`src/rtl/fact_pkg.sv`:
```
package fact_pkg;
  localparam int DATA_W = 32;
  localparam int ADDR_W = 8;
  localparam int SIZE_W = 4;
  localparam int CAUSE_W = 8;

  localparam logic [ADDR_W-1:0] OFF_IDENT   = 8'h00;
  localparam logic [ADDR_W-1:0] OFF_SCRATCH = 8'h04;
  localparam logic [ADDR_W-1:0] OFF_OPERAND = 8'h08;
  localparam logic [ADDR_W-1:0] OFF_STATUS  = 8'h20;
  localparam logic [ADDR_W-1:0] OFF_WIDE    = 8'h80;

  localparam logic [DATA_W-1:0] IDENT_WORD = 32'h0100_00ED;
  localparam int BUSY_BIT = 0;
  localparam int IEN_BIT  = 7;

  typedef enum logic [2:0] {
    SEL_NONE, SEL_IDENT, SEL_SCRATCH, SEL_OPERAND, SEL_STATUS
  } reg_sel_e;

  function automatic logic size_legal(input logic [ADDR_W-1:0] addr,
                                      input logic [SIZE_W-1:0] size);
    return (addr < OFF_WIDE) && (size == SIZE_W'(4));
  endfunction

  function automatic logic [DATA_W-1:0] trunc_mul(input logic [DATA_W-1:0] a,
                                                  input logic [DATA_W-1:0] b);
    logic [2*DATA_W-1:0] full;
    full = a * b;
    return full[DATA_W-1:0];
  endfunction
endpackage

```
`src/rtl/fact_decode.sv`:
```
module fact_decode
  import fact_pkg::*;
(
  input  logic              host_wr,
  input  logic              host_rd,
  input  logic [ADDR_W-1:0] host_addr,
  input  logic [SIZE_W-1:0] host_size,
  output reg_sel_e          rd_sel,
  output logic              wr_scratch,
  output logic              wr_operand,
  output logic              wr_status
);
  logic     legal;
  reg_sel_e hit;

  assign legal = size_legal(host_addr, host_size);

  always_comb begin
    unique case (host_addr)
      OFF_IDENT:   hit = SEL_IDENT;
      OFF_SCRATCH: hit = SEL_SCRATCH;
      OFF_OPERAND: hit = SEL_OPERAND;
      OFF_STATUS:  hit = SEL_STATUS;
      default:     hit = SEL_NONE;
    endcase
  end

  assign rd_sel     = (host_rd && legal) ? hit : SEL_NONE;
  assign wr_scratch = host_wr && legal && (hit == SEL_SCRATCH);
  assign wr_operand = host_wr && legal && (hit == SEL_OPERAND);
  assign wr_status  = host_wr && legal && (hit == SEL_STATUS);
endmodule

```
`src/rtl/fact_engine.sv`:
```
module fact_engine
  import fact_pkg::*;
(
  input  logic              clk,
  input  logic              rst_n,
  input  logic              start,
  input  logic [DATA_W-1:0] operand,
  output logic              busy,
  output logic              done_evt,
  output logic [DATA_W-1:0] result
);
  logic [DATA_W-1:0] acc_q;
  logic [DATA_W-1:0] cnt_q;
  logic              busy_q;
  logic              last_step;
  logic              prod_zero;

  // Stop when no factors remain or the product can no longer change.
  assign last_step = (cnt_q <= DATA_W'(1));
  assign prod_zero = (acc_q == '0);
  assign done_evt  = busy_q && (last_step || prod_zero);
  assign busy      = busy_q;
  assign result    = acc_q;

  always_ff @(posedge clk or negedge rst_n) begin
    if (!rst_n) begin
      acc_q  <= '0;
      cnt_q  <= '0;
      busy_q <= 1'b0;
    end else if (start) begin
      acc_q  <= DATA_W'(1);
      cnt_q  <= operand;
      busy_q <= 1'b1;
    end else if (done_evt) begin
      busy_q <= 1'b0;
    end else if (busy_q) begin
      acc_q <= trunc_mul(acc_q, cnt_q);
      cnt_q <= cnt_q - DATA_W'(1);
    end
  end
endmodule

```
`src/rtl/fact_rdmux.sv`:
```
module fact_rdmux
  import fact_pkg::*;
(
  input  reg_sel_e          rd_sel,
  input  logic [DATA_W-1:0] scratch_q,
  input  logic [DATA_W-1:0] op_q,
  input  logic              busy,
  input  logic              irq_en_q,
  output logic [DATA_W-1:0] rdata
);
  logic [DATA_W-1:0] status_word;

  always_comb begin
    status_word           = '0;
    status_word[BUSY_BIT] = busy;
    status_word[IEN_BIT]  = irq_en_q;
  end

  always_comb begin
    unique case (rd_sel)
      SEL_IDENT:   rdata = IDENT_WORD;
      SEL_SCRATCH: rdata = scratch_q;
      SEL_OPERAND: rdata = op_q;
      SEL_STATUS:  rdata = status_word;
      default:     rdata = '1;
    endcase
  end
endmodule

```
`src/rtl/fact_copro.sv`:
```
module fact_copro
  import fact_pkg::*;
(
  input  logic               clk,
  input  logic               rst_n,
  input  logic               host_wr,
  input  logic               host_rd,
  input  logic [ADDR_W-1:0]  host_addr,
  input  logic [SIZE_W-1:0]  host_size,
  input  logic [DATA_W-1:0]  host_wdata,
  output logic [DATA_W-1:0]  host_rdata,
  output logic [CAUSE_W-1:0] irq_cause
);
  reg_sel_e          rd_sel;
  logic              wr_scratch;
  logic              wr_operand;
  logic              wr_status;
  logic              busy;
  logic              done_evt;
  logic              start_evt;
  logic [DATA_W-1:0] result;
  logic [DATA_W-1:0] scratch_q;
  logic [DATA_W-1:0] op_q;
  logic              irq_en_q;
  logic              irq_q;

  fact_decode decode_i (
    .host_wr   (host_wr),
    .host_rd   (host_rd),
    .host_addr (host_addr),
    .host_size (host_size),
    .rd_sel    (rd_sel),
    .wr_scratch(wr_scratch),
    .wr_operand(wr_operand),
    .wr_status (wr_status)
  );

  // Operand writes are locked out while the engine runs.
  assign start_evt = wr_operand && !busy;

  fact_engine engine_i (
    .clk     (clk),
    .rst_n   (rst_n),
    .start   (start_evt),
    .operand (host_wdata),
    .busy    (busy),
    .done_evt(done_evt),
    .result  (result)
  );

  always_ff @(posedge clk or negedge rst_n) begin
    if (!rst_n) begin
      scratch_q <= '0;
      op_q      <= '0;
      irq_en_q  <= 1'b0;
      irq_q     <= 1'b0;
    end else begin
      if (wr_scratch) scratch_q <= ~host_wdata;
      if (start_evt)     op_q <= host_wdata;
      else if (done_evt) op_q <= result;
      if (wr_status) irq_en_q <= host_wdata[IEN_BIT];
      irq_q <= done_evt && irq_en_q;
    end
  end

  always_comb begin
    irq_cause    = '0;
    irq_cause[0] = irq_q;
  end

  fact_rdmux rdmux_i (
    .rd_sel   (rd_sel),
    .scratch_q(scratch_q),
    .op_q     (op_q),
    .busy     (busy),
    .irq_en_q (irq_en_q),
    .rdata    (host_rdata)
  );
endmodule

```
`config.mk`:
```
export PLATFORM = sky130hd
export DESIGN_NAME = fact_copro
export DESIGN_NICKNAME = d
export VERILOG_FILES = /design/src/rtl/fact_pkg.sv /design/src/rtl/fact_decode.sv /design/src/rtl/fact_engine.sv /design/src/rtl/fact_rdmux.sv /design/src/rtl/fact_copro.sv
export SDC_FILE = /design/constraint.sdc
export NUM_CORES = 1
export LEC_CHECK = 0
export BUFFER_PORTS_ARGS = -buffer_cell sky130_fd_sc_hd__buf_4
export CELL_PAD_IN_SITES_DETAIL_PLACEMENT = 0
export CELL_PAD_IN_SITES_GLOBAL_PLACEMENT = 1
export CORE_MARGIN = 3
export CORE_UTILIZATION = 25
export DETAILED_ROUTE_END_ITERATION = 16
export HOLD_SLACK_MARGIN = 0.08
export PLACE_DENSITY = 0.5
export SETUP_SLACK_MARGIN = 0.2
export SLEW_MARGIN = 20
export SYNTH_ARGS = -nofsm -noshare
export SYNTH_HDL_FRONTEND = slang
export SYNTH_HIERARCHICAL = 1
export SYNTH_SLANG_ARGS = --single-unit
```
`constraint.sdc`:
```
create_clock -name clk -period 7.15 [get_ports clk]
set_input_delay 2.145 -clock clk [delete_from_list [all_inputs] [get_ports clk]]
set_output_delay 2.145 -clock clk [all_outputs]
set_load 0.005 [all_outputs]
```
### After elaboration in Yosys (flattened, before gate mapping)

Index checks and enable logic that the tools add are counted.

| storage, ports and cells | value |
|---|---|
| bits of input ports | 48 |
| register bits | 131 |
| logic and storage cells | 53 |
| output and inout bits | 40 |

| operators by class | value |
|---|---|
| reductions and logical operators | 16 |
| $mul | 1 |
| mux-type cells | 13 |
| equal/unequal tests | 12 |
| $lt $le $gt $ge | 2 |
| $add $sub $neg | 1 |
| bitwise operators | 1 |

Operators with widths:

| cell | number |
|---|---|
| 2-to-1 mux 32 bit | 8 |
| case mux 32 bit (4 select lines) | 1 |
| less-or-equal comparator 32 x 1 -> 1 bit (second input constant) | 1 |
| logical NOT 32 bit | 1 |
| multiplier 32 x 32 -> 32 bit | 1 |
| inverter 32 bit | 1 |
| subtractor 32 x 1 -> 32 bit (second input constant) | 1 |
| equality test 3 x 2 -> 1 bit (second input constant) | 4 |
| case mux 3 bit (4 select lines) | 1 |
| logical AND 1 bit | 9 |
| equality test 8 x 3 -> 1 bit (second input constant) | 1 |
| equality test 8 x 4 -> 1 bit (second input constant) | 1 |
| equality test 8 x 6 -> 1 bit (second input constant) | 1 |
| logical NOT 8 bit | 1 |
| < comparator 8 bit (second input constant) | 1 |
| equality test 3 bit (second input constant) | 2 |
| equality test 4 x 3 -> 1 bit (second input constant) | 1 |
| nonzero test 2 bit | 2 |
| equality test 3 x 1 -> 1 bit (second input constant) | 1 |
| 2-to-1 mux 3 bit | 1 |
| 2-to-1 mux 1 bit | 2 |
| inequality test 2 x 1 -> 1 bit (second input constant) | 1 |
| AND reduction 2 bit | 1 |
| logical NOT 1 bit | 1 |
| logical OR 1 bit | 1 |

### Depth between registers and ports, before layout

Gate-level depths: netlist of the first run.

| depth | value |
|---|---|
| word-level depth | 7 |
| gate-level depth with buffers | 27 |
| gate-level depth less buffers | 25 |

### Cells and area by module

Netlist of the first run, hierarchy kept.

Modules (own cells, without submodules):

| module | area an instance (µm²) | times used | cells an instance |
|---|---|---|---|
| fact_engine | 18910.6 | 1 | 2074 |
| fact_copro | 3239.4 | 1 | 219 |
| fact_rdmux | 965.9 | 1 | 111 |
| fact_decode | 103.8 | 1 | 16 |

### Least setup slack after synthesis of the first run

No wires, ideal clock.

| timing path | value |
|---|---|
| path type | register to register |
| start | register engine_i.acc_q[13] (netlist: engine_i/result[13]) |
| end | register engine_i.acc_q[30] (netlist: engine_i/result[30]) |
| stages on the path, launching flop included | 24 |
| buffers on the path | 2 |
| clock period less this slack | 6.782 ns |
| path slack | 0.368 ns |
| data required time | 7.072 ns |
| setup time | 0.078 ns |
| arrival time | 6.704 ns |
| path through | dfrtp_1 -> clkbuf_1 -> clkbuf_1 -> and2_1 -> fa_1 -> fa_1 -> fa_1 -> inv_1 -> fa_1 -> inv_1 -> fa_1 -> fa_1 -> fa_1 -> fa_1 -> ha_1 -> a21o_1 -> a21oi_1 -> inv_1 -> a21oi_1 -> nand2b_1 -> a31oi_1 -> a41oi_1 -> mux2_2 -> a21oi_1 |

| on the way | value |
|---|---|
| word-level cells in the longest chain between the ends | 5 |
| elaborated cells between the ends (all ways) | 9 |
| those cells by class | 1 x mul; 1 x eq/ne; 3 x mux; 4 x reduce/logical |

Ends and longest elaborated chain:

| element | line | RTL |
|---|---|---|
| from (decl) | fact_engine.sv:12 | `logic [DATA_W-1:0] acc_q;` |
| from (signal assigned) | fact_engine.sv:37 | `acc_q <= trunc_mul(acc_q, cnt_q);` |
| parallel branches: the longest is 5 deep, another holds multiplier 32 x 32 -> 32 bit | - |  |

Parallel ways; which one is timed is not known. The select of a mux whose other input is x is not followed.
A chain may end at the register's enable or synchronous reset.

### Worst setup path in the final report of the first run

| timing path | value |
|---|---|
| start | register engine_i.acc_q[8] (netlist: engine_i/result[8]) |
| end | register engine_i.acc_q[30] (netlist: engine_i/result[30]) |

The elaborated chain is that of the path after synthesis.

==> results of run 1 <==
worst reg2reg max path, cell delays in order (launching register included):
cell	delay, ns
dfrtp_1	0.41
buf_12	0.16
buf_4	0.16
and2_4	0.16
fa_1	0.48
fa_1	0.49
inv_1	0.05
fa_1	0.55
fa_1	0.44
fa_1	0.55
inv_2	0.05
fa_1	0.58
fa_1	0.46
fa_2	0.53
ha_4	0.29
and3_4	0.19
nand2_4	0.06
or3_4	0.41
a31oi_4	0.14
buf_6	0.16
a41oi_2	0.12
mux2_4	0.32
a21oi_2	0.11
registers in the layout, summed over array words and instances, names as in the netlist:
register         flops
irq_q                1
op_q                32
engine_i/result     32
engine_i/busy        1
irq_en_q             1
scratch_q           32
engine_i/cnt_q      32
layer usage:
layer	GRT usage, %	up-vias
met2	28.16	256
met4	3.913	2
met5	0	-
li1	-	7651
met1	23.29	8959
met3	1.538	68
final cells by class:
cell class / count / area, um2
fill: 9683 / 64080
sequential: 131 / 3299
inverter: 420 / 1577
clock inverter: 12 / 168.9
antenna: 1 / 2.502
timing repair buffer: 303 / 2789
multi-input combinational: 1709 / 18020
tap: 1243 / 1555
clock buffer: 20 / 456.7
per-stage QoR:
| step | hold WS, ns | instance area, um2 |
|---|---|---|
| final | 0.5108 | 27870 |
| after global routing | 0.5314 | 27860 |
| after CTS | 0.5149 | 27240 |
| after detailed placement | 0.5042 | 26280 |
| after global placement | 0.4941 | 26270 |
| after floorplan | 0.4721 | 23240 |
logic make-up after synthesis:
logic type | Yosys count | synth area share (%)
simple gates | 773 | 17.52
buf+inv | 586 | 10.56
fa+ha+maj | 533 | 41.91
compound gates | 161 | 4.968
flops | 131 | 14.12
mux | 123 | 6.623
xor+xnor | 112 | 4.284
other cells | 1 | 0.01615
worst paths after layout:
path                                    startpoint             endpoint  slack [ns]  cells after the start
worst max-delay path            engine_i/result[8]  engine_i/result[30]        0.19                     22
min in group asynchronous                    rst_n        scratch_q[19]        1.78                      1
worst max register to register  engine_i/result[8]  engine_i/result[30]        0.19                     22
worst min register to register       scratch_q[28]        scratch_q[28]        0.51                      2
worst min-delay path                 scratch_q[28]        scratch_q[28]        0.51                      2
max in group asynchronous                    rst_n   engine_i/cnt_q[28]        4.14                      2
cell usage in the layout, fill, tap and decap left out, types with 33 or more instances in the layout:
| cell | instances |
|---|---|
| nand2_1 | 293 |
| xnor2_1 | 83 |
| mux2_4 | 60 |
| ha_1 | 114 |
| o21ai_0 | 42 |
| fa_1 | 375 |
| and2_1 | 297 |
| inv_1 | 403 |
| mux2i_1 | 52 |
| fa_2 | 33 |
| buf_4 | 247 |
| nor2_1 | 44 |
| dfrtp_1 | 114 |
timing repair:
| action | in CTS | in global routing |
|---|---|---|
| setup endpoints to repair | 12 | 11 |
| pin swaps | 30 | 93 |
| buffers inserted | 12 | 24 |
| cloned | 0 | 4 |
| gates resized for setup | 60 | 108 |
==> results.yml, run 1 <==
yosys:
  synth_flop_cell: "dfrtp_1"
  synth_common_cells: "inv_1 (420), fa_1 (408), and2_1 (312)"
  synthTopCellsByArea: "fa_1 (35%), dfrtp_1 (14%), and2_1 (8.4%), inv_1 (6.8%), ha_1 (6.7%)"
  synth_cell_type_count: 63
  ys_seq_area_share_pct: 14.12
  synth.ff_latch_count: 131
  yosysMostFrequentCell: "inv_1"
  mappedNetlistArea_um2: 23220
  async_flop_share_pct: 100.0
  synth_area_per_cell_um2: 9.595
  postSynthCellCount: 2420
  synth_top_area_share_pct: 35.18
  synth_edf_count: 0
  ys_warn_count: 6
  yosys.area.top_type: "fa_1"
worst_setup_path:
  crit_family: "adder cells"
  critPathMaxStageDelay_ns: 0.57
  cp-end-kind: "flip-flop"
  critPathMostFrequentCell: "fa_1"
  cp_slowest_cell: "fa_1"
  cp_num_buf_inv: 5
  worstPathArrival_ns: 7.37
  path_cells: "buf_12, buf_4, and2_4, fa_1, fa_1, inv_1, fa_1, fa_1, fa_1, inv_2, fa_1, fa_1, fa_2, ha_4, and3_4, nand2_4, or3_4, a31oi_4, buf_6, a41oi_2, mux2_4, a21oi_2"
  critical_path_class: "reg -> reg"
  cp-start-kind: "flip-flop"
  cp.required_ns: 7.56
  cp_max_fo: 7
sta:
  skew_ns: 0.02328
  maxSlewViolCount: 0
  slew_headroom_pct: 34.10
  tns_ns: 0
  hold_viol_final: 0
  worst_slack_ns: 0.1889
  rsz0062_at_grt: "true"
  layout_worst_path_cycle_share_pct: 97.36
  max_freq_mhz: 143.7
  tightest_slew_ns: 0.9873
  fin_crit_ns: 6.961
  final-setup-viol-count: 0
final_layout:
  drive_gt1_share_pct: 22.54
  nets: 3163
  post-route-util_pct: 30.31
  area_growth_syn_to_layout_pct: 20.01
  fin_cells: 3839
detailed_routing:
  wl_per_cell_um: 20.94
  drcViolationCount: 0
  routed-via-count: 16936
  dr_wl_met2_um: 39130
  wirelength_um: 80400
  top_layer: "met5"
  routed_via_density: 4.412
  wl_met1_um: 37680
  antenna_left: 0
  wl_met3_um: 2251
  dr.pass1.iters: 4
  drt_iter0_markers: 882
place:
  dp_cells: 3766
  place_congestion: 0.8293
  post-place-ws_ns: -0.3179
  dp_hpwl_um: 63190
  io_buffers: 80
hold_path:
  hold_class: "reg -> reg"
cts:
  root_buffer: "clkbuf_16"
  numCtsBuffers: 17
  cts_tree: "built"
  cts.sink_count: 131
  ctsHoldBuffers: 0
  cts_max_path_buffers: 2
  htreeDepth: 4
  clk_latency_ns: 0.49
  clk_pin_slew_ns: 0.07
global_routing:
  antenna_found_initial: 2
  grt_overflow: 0
  track_usage_pct: 16.74
  grt_max_degree: 88
  grt_pass1_vias: 18934
  grt_pass1_wl_um: 122600
floorplanning:
  die_y_um: 310.8
  die_area_um2: 96570
  ios: 88
  coreArea_um2: 91940
  rows: 111
  initial_core_util_pct: 25.26
  die_width_um: 310.8
job:
  cap_violations: 0
status:
  status: "finished clean"
Power of run 1 is not shown: default switching activity piles up to over one toggle a cycle in this logic, so the estimate is an artifact.
==> run 2, diff against run 1 <==
--- a/config.mk
+++ b/config.mk
@@ -9,13 +9,14 @@
 export CELL_PAD_IN_SITES_DETAIL_PLACEMENT = 0
 export CELL_PAD_IN_SITES_GLOBAL_PLACEMENT = 1
 export CORE_MARGIN = 3
-export CORE_UTILIZATION = 25
+export CORE_UTILIZATION = 46
 export DETAILED_ROUTE_END_ITERATION = 16
 export HOLD_SLACK_MARGIN = 0.08
-export PLACE_DENSITY = 0.5
+export PLACE_DENSITY = 0.81
 export SETUP_SLACK_MARGIN = 0.2
 export SLEW_MARGIN = 20
 export SYNTH_ARGS = -nofsm -noshare
 export SYNTH_HDL_FRONTEND = slang
 export SYNTH_HIERARCHICAL = 1
 export SYNTH_SLANG_ARGS = --single-unit
+export TNS_END_PERCENT = 1
==> results.yml, run 2 (synthesis gave the netlist of run 1 again) <==
global_routing:
  antenna_found_initial: 0
  grt_overflow: 0
  grt_pass1_wl_um: 111300
  track_usage_pct: 27.46
  grt_pass1_vias: 18956
  grt_max_degree: 80
status:
  status: "finished clean"
worst_setup_path:
  critical_path_class: "reg -> reg"
  ff2ff_setup_slack_ns: 0.27
  cp.required_ns: 7.53
  critPathMaxStageDelay_ns: 0.58
  critPathMostFrequentCell: "fa_1"
  endpoint: "engine_i/result[30]"
  worstPathArrival_ns: 7.26
  cp-start-kind: "flip-flop"
  cp_slowest_cell: "fa_1"
  cp_max_fo: 5
  r2r_end: "engine_i/result[30]"
  path_cells: "buf_4, and2_1, fa_1, inv_1, fa_1, fa_1, fa_1, inv_1, fa_1, ha_4, fa_1, fa_1, ha_4, a21o_1, a21oi_2, o21ai_1, a31oi_1, buf_4, or3_4, a31oi_4, a41oi_2, mux2_2, a21oi_1"
  crit_start: "engine_i/result[13]"
  cp-end-kind: "flip-flop"
  ff2ff_path_depth: 23
  timing.rr.start: "engine_i/result[13]"
detailed_routing:
  drcViolationCount: 0
  wl_met1_um: 29810
  routed-via-count: 17333
  wl_met3_um: 4114
  dr.pass1.iters: 7
  wirelength_um: 70500
  top_layer: "met4"
  routed_via_density: 5.371
  drt_iter0_markers: 1372
  wl_per_cell_um: 21.85
  dr_wl_met2_um: 33960
  antenna_left: 0
floorplanning:
  initial_core_util_pct: 47.05
  coreArea_um2: 49360
  die_width_um: 230.7
  die_y_um: 230.7
  ios: 88
  die_area_um2: 53210
  rows: 81
sta:
  rsz0062_at_grt: "true"
  skew_ns: 0.01144
  tns_ns: 0
  fin_crit_ns: 6.879
  maxSlewViolCount: 0
  holdWs_ns: 0.5132
  max_freq_mhz: 145.4
  slew_headroom_pct: 29.17
  hold_viol_final: 0
  final-setup-viol-count: 0
  tightest_slew_ns: 1.061
  layout_worst_path_cycle_share_pct: 96.22
final_layout:
  drive_gt1_share_pct: 19.20
  most-common-layout-cells: "inv_1 (419), fa_1 (392), and2_1 (310), nand2_1 (294), buf_4 (246)"
  final_common_cell: "inv_1"
  area_growth_syn_to_layout_pct: 13.37
  final_design_area_no_fill_um2: 26330
  multi_input_area_um2: 17790
  regArea_um2: 3307
  nFillCells: 4452
  nets: 3130
cts:
  root_buffer: "clkbuf_16"
  cts_tree: "built"
  numCtsBuffers: 17
  cts.sink_count: 131
  cts_max_path_buffers: 2
  ctsHoldBuffers: 0
  htreeDepth: 4
  clk_pin_slew_ns: 0.07
  clk_latency_ns: 0.46
place:
  place_congestion: 0.9335
  dp_hpwl_um: 56650
  io_buffers: 80
  placed_area_um2: 25250
hold_path:
  hold_class: "reg -> reg"
job:
  cap_violations: 0
run 2: cell count changes in the layout (fill, tap and decap cells not counted), moves of 4 or more:
cell,change
inv_1,+16
dfrtp_2,+6
fa_2,-17
and2_4,-13
buf_12,-17
a21oi_1,+4
and2_1,+13
inv_2,-16
dfrtp_1,-6
buf_6,-12
fa_1,+17
run 2: what timing repair did:
action | in CTS | in global routing
gates resized for setup | 20 | 66
pin swaps | 3 | 53
cloned | 0 | 1
setup endpoints to repair | 9 | 11
hold endpoints to repair | 0 | 0
setup buffers | 4 | 15
run 2: worst max-delay path, delay by kind of cell, from the launching register on:
family / cells / cell delay (ns)
simple gates: 2 / 0.57
buf+inv: 4 / 0.44
fa+ha+maj: 9 / 4.13
mux: 1 / 0.29
flops: 1 / 0.45
compound gates: 7 / 0.92
run 2: layer usage:
| layer | up-vias | global-route usage, % |
|---|---|---|
| li1 | 7583 | - |
| met1 | 9033 | 36.60 |
| met2 | 583 | 45.91 |
| met3 | 134 | 4.677 |
| met4 | 0 | 8.696 |
| met5 | - | 0 |
run 2: final cells by class:
type | instances | area share [%]
Clock inverter | 14 | 0.4991
Clock buffer | 18 | 1.630
Tap cell | 664 | 3.156
Antenna cell | 1 | 0.009506
Sequential cell | 131 | 12.56
Inverter | 420 | 5.989
Multi-Input combinational cell | 1709 | 67.57
Timing Repair Buffer | 270 | 8.588
run 2: how the worst min path moves through the flow:
stage                   from             to  slack [ns]  depth (start not counted)
4_1_cts         scratch_q[4]   scratch_q[4]        0.52                          2
2_1_floorplan       irq_en_q          irq_q        0.47                          1
3_5_place_dp    scratch_q[4]   scratch_q[4]        0.50                          2
5_1_grt        scratch_q[28]  scratch_q[28]        0.53                          2
3_3_place_gp   scratch_q[22]  scratch_q[22]        0.50                          2
6_report       scratch_q[22]  scratch_q[22]        0.51                          2
run 2: metrics by stage:
| stage | utilization (%) | worst slack, ns | instances |
|---|---|---|---|
| 2_1_floorplan | - | 0.3677 | 2426 |
| 3_3_place_gp | 51.16 | 0.06481 | 3174 |
| 3_5_place_dp | 51.16 | -0.003307 | 3174 |
| 4_1_cts | 52.47 | 0.1559 | 3210 |
| 5_1_grt | 53.33 | 0.06849 | 3226 |
| 6_report | 53.34 | 0.2706 | 3227 |
Power of run 2 is left out for the same reason.
==> run 3, diff against run 2 <==
--- a/config.mk
+++ b/config.mk
@@ -5,15 +5,16 @@
 export SDC_FILE = /design/constraint.sdc
 export NUM_CORES = 1
 export LEC_CHECK = 0
+export ABC_AREA = 1
 export BUFFER_PORTS_ARGS = -buffer_cell sky130_fd_sc_hd__buf_4
 export CELL_PAD_IN_SITES_DETAIL_PLACEMENT = 0
 export CELL_PAD_IN_SITES_GLOBAL_PLACEMENT = 1
 export CORE_MARGIN = 3
-export CORE_UTILIZATION = 46
+export CORE_UTILIZATION = 44
 export DETAILED_ROUTE_END_ITERATION = 16
 export HOLD_SLACK_MARGIN = 0.08
-export PLACE_DENSITY = 0.81
-export SETUP_SLACK_MARGIN = 0.2
+export PLACE_DENSITY = 0.82
+export SETUP_SLACK_MARGIN = 0.4
 export SLEW_MARGIN = 20
 export SYNTH_ARGS = -nofsm -noshare
 export SYNTH_HDL_FRONTEND = slang
==> results.yml, run 3 <==
worst_setup_path:
  critPathMostFrequentCell: "fa_1"
  crit_family: "adder cells"
  critPathMaxStageDelay_ns: 0.59
  cp_num_buf_inv: 5
  cp_max_fo: 5
  cp.required_ns: 7.48
  r2r_end: "engine_i/result[28]"
  ff2ff_setup_slack_ns: 0.49
  cp-start-kind: "flip-flop"
  worstPathArrival_ns: 6.98
  timing.rr.start: "engine_i/cnt_q[5]"
  critical_path_class: "reg -> reg"
  cp-end-kind: "flip-flop"
  ff2ff_path_depth: 26
  cp_slowest_cell: "fa_1"
yosys:
  synth.ff_latch_count: 131
  synthTopCellsByArea: "fa_1 (34%), nand2_1 (15%), dfrtp_1 (14%), inv_1 (13%), ha_1 (6.5%)"
  synth_cell_type_count: 55
  synth_top_area_share_pct: 33.79
  postSynthCellCount: 3273
  synth_common_cells: "nand2_1 (987), inv_1 (826), fa_1 (408)"
  async_flop_share_pct: 100.0
  yosysMostFrequentCell: "nand2_1"
  ys_seq_area_share_pct: 13.56
  ys_warn_count: 6
  synth_edf_count: 0
  synth_area_per_cell_um2: 7.386
  mappedNetlistArea_um2: 24180
  synth_flop_cell: "dfrtp_1"
  yosys.area.top_type: "fa_1"
global_routing:
  track_usage_pct: 26.54
  grt_max_degree: 79
  grt_pass1_wl_um: 118400
  grt_pass1_vias: 21368
  grt_overflow: 0
  antenna_found_initial: 1
detailed_routing:
  routed-via-count: 20751
  wl_met1_um: 32750
  dr_wl_met2_um: 36590
  routed_via_density: 5.114
  wirelength_um: 76180
  drcViolationCount: 0
  wl_met3_um: 4476
  top_layer: "met4"
  antenna_left: 0
  wl_per_cell_um: 18.77
  drt_iter0_markers: 1701
  dr.pass1.iters: 7
floorplanning:
  initial_core_util_pct: 44.66
  ios: 88
  die_y_um: 240.4
  die_area_um2: 57790
  rows: 85
  coreArea_um2: 54130
  die_width_um: 240.4
sta:
  layout_worst_path_cycle_share_pct: 93.08
  final-setup-viol-count: 0
  fin_crit_ns: 6.655
  slew_headroom_pct: 40.29
  maxSlewViolCount: 0
  hold_viol_final: 0
  max_freq_mhz: 150.3
  skew_ns: 0.01616
  rsz0062_at_grt: "true"
  tightest_slew_ns: 0.8956
  tns_ns: 0
cts:
  root_buffer: "clkbuf_16"
  htreeDepth: 4
  cts_tree: "built"
  numCtsBuffers: 17
  clk_latency_ns: 0.44
  cts_max_path_buffers: 2
  ctsHoldBuffers: 0
  cts.sink_count: 131
  clk_pin_slew_ns: 0.07
pwr:
  p_leak_uw: 0.01604
  peakVddDrop_v: 0.0001730
  powerDensity_nw_per_um2: 64.09
place:
  placed_area_um2: 25710
  place_congestion: 0.9921
  io_buffers: 80
  dp_hpwl_um: 59530
hold_path:
  worstHoldPathCells: 2
  min_to: "scratch_q[10]"
  hp-start: "scratch_q[10]"
  hold_class: "reg -> reg"
final_layout:
  final_design_area_no_fill_um2: 27200
  post-route-util_pct: 50.24
  regArea_um2: 3362
  multi_input_area_um2: 17110
  nets: 3930
  drive_gt1_share_pct: 12.49
  area_growth_syn_to_layout_pct: 12.50
  antenna_cells: 0
  nFillCells: 5216
  most-common-layout-cells: "nand2_1 (980), inv_1 (822), fa_1 (393), buf_4 (200), nand3_1 (161)"
  final_common_cell: "nand2_1"
job:
  cap_violations: 0
status:
  status: "finished clean"
==> run 3: worst max path at each step <==
stage                   startpoint                  end  slack, ns  cells after the start
2_1_floorplan    engine_i/cnt_q[6]  engine_i/result[29]       0.60                     25
3_3_place_gp   engine_i/result[11]  engine_i/result[30]       0.06                     21
3_5_place_dp   engine_i/result[11]  engine_i/result[30]       0.13                     21
4_1_cts          engine_i/cnt_q[2]  engine_i/result[31]       0.39                     25
5_1_grt          engine_i/cnt_q[5]  engine_i/result[28]       0.27                     26
6_report         engine_i/cnt_q[5]  engine_i/result[28]       0.49                     26
==> run 3: cells by family (layout without fill, tap and decap cells) <==
logic type | after synthesis | after routing | share of synthesized area, %
and+or+nand+nor | 1330 | 1330 | 22.82
buffers and inverters | 1027 | 1110 | 16.86
adders and majority gates | 533 | 533 | 40.25
AOI/OAI and AO/OA | 213 | 213 | 5.108
DFF | 131 | 131 | 13.56
xor gates and xnor gates | 38 | 38 | 1.377
other | 1 | 7 | 0.01551
==> run 3: cell type report <==
cell class                 instances  share of cell area, %
clock buffer                      18                  1.578
clock inverter                    14                 0.6578
inverter                         842                  11.62
multi-input combinational       2121                  62.90
sequential                       131                  12.36
tap                              696                  3.202
timing repair buffer             236                  7.678
==> run 3: routing by layer <==
layer,track usage (%),vias to the layer above
met5,0,-
met4,6.758,0
met3,3.235,108
met2,44.38,631
met1,36.81,10402
li1,-,9610
==> run 3: repair_timing <==
action / CTS / global route
endpoints found under the setup margin: 15 / 15
setup buffers: 0 / 47
pin swaps: 0 / 51
resized for setup: 22 / 108
==> run 3: per-stage QoR <==
stage                     hold WS (ns)  cells  worst slack, ns  total power (uW)
final                           0.4904   4058           0.4948              1743
after global routing            0.5123   4058           0.2662              1785
after CTS                       0.4901   4011           0.3906              1756
after detailed placement        0.4742   3979           0.1319             815.0
after global placement          0.4662   3979          0.06193             814.7
after floorplan                 0.4530   3279           0.6000             767.2
==> run 3: worst register-to-register path, delay by kind of cell (launching register included) <==
kind / cells / cell delay (ns)
fa+ha+maj: 9 / 4.44
simple gates: 9 / 0.82
flops: 1 / 0.55
buf+inv: 5 / 0.42
compound gates: 3 / 0.33
==> run 3: power by group <==
group	leakage (uW)	total (uW)	internal, uW	switching [uW]
clock	0.000293	943	554	389
combinational	0.0140	57.7	20.4	37.2
sequential	0.00169	742	742	0.585
total	0.0160	1740	1320	427
(Power assumes the default switching activity.)
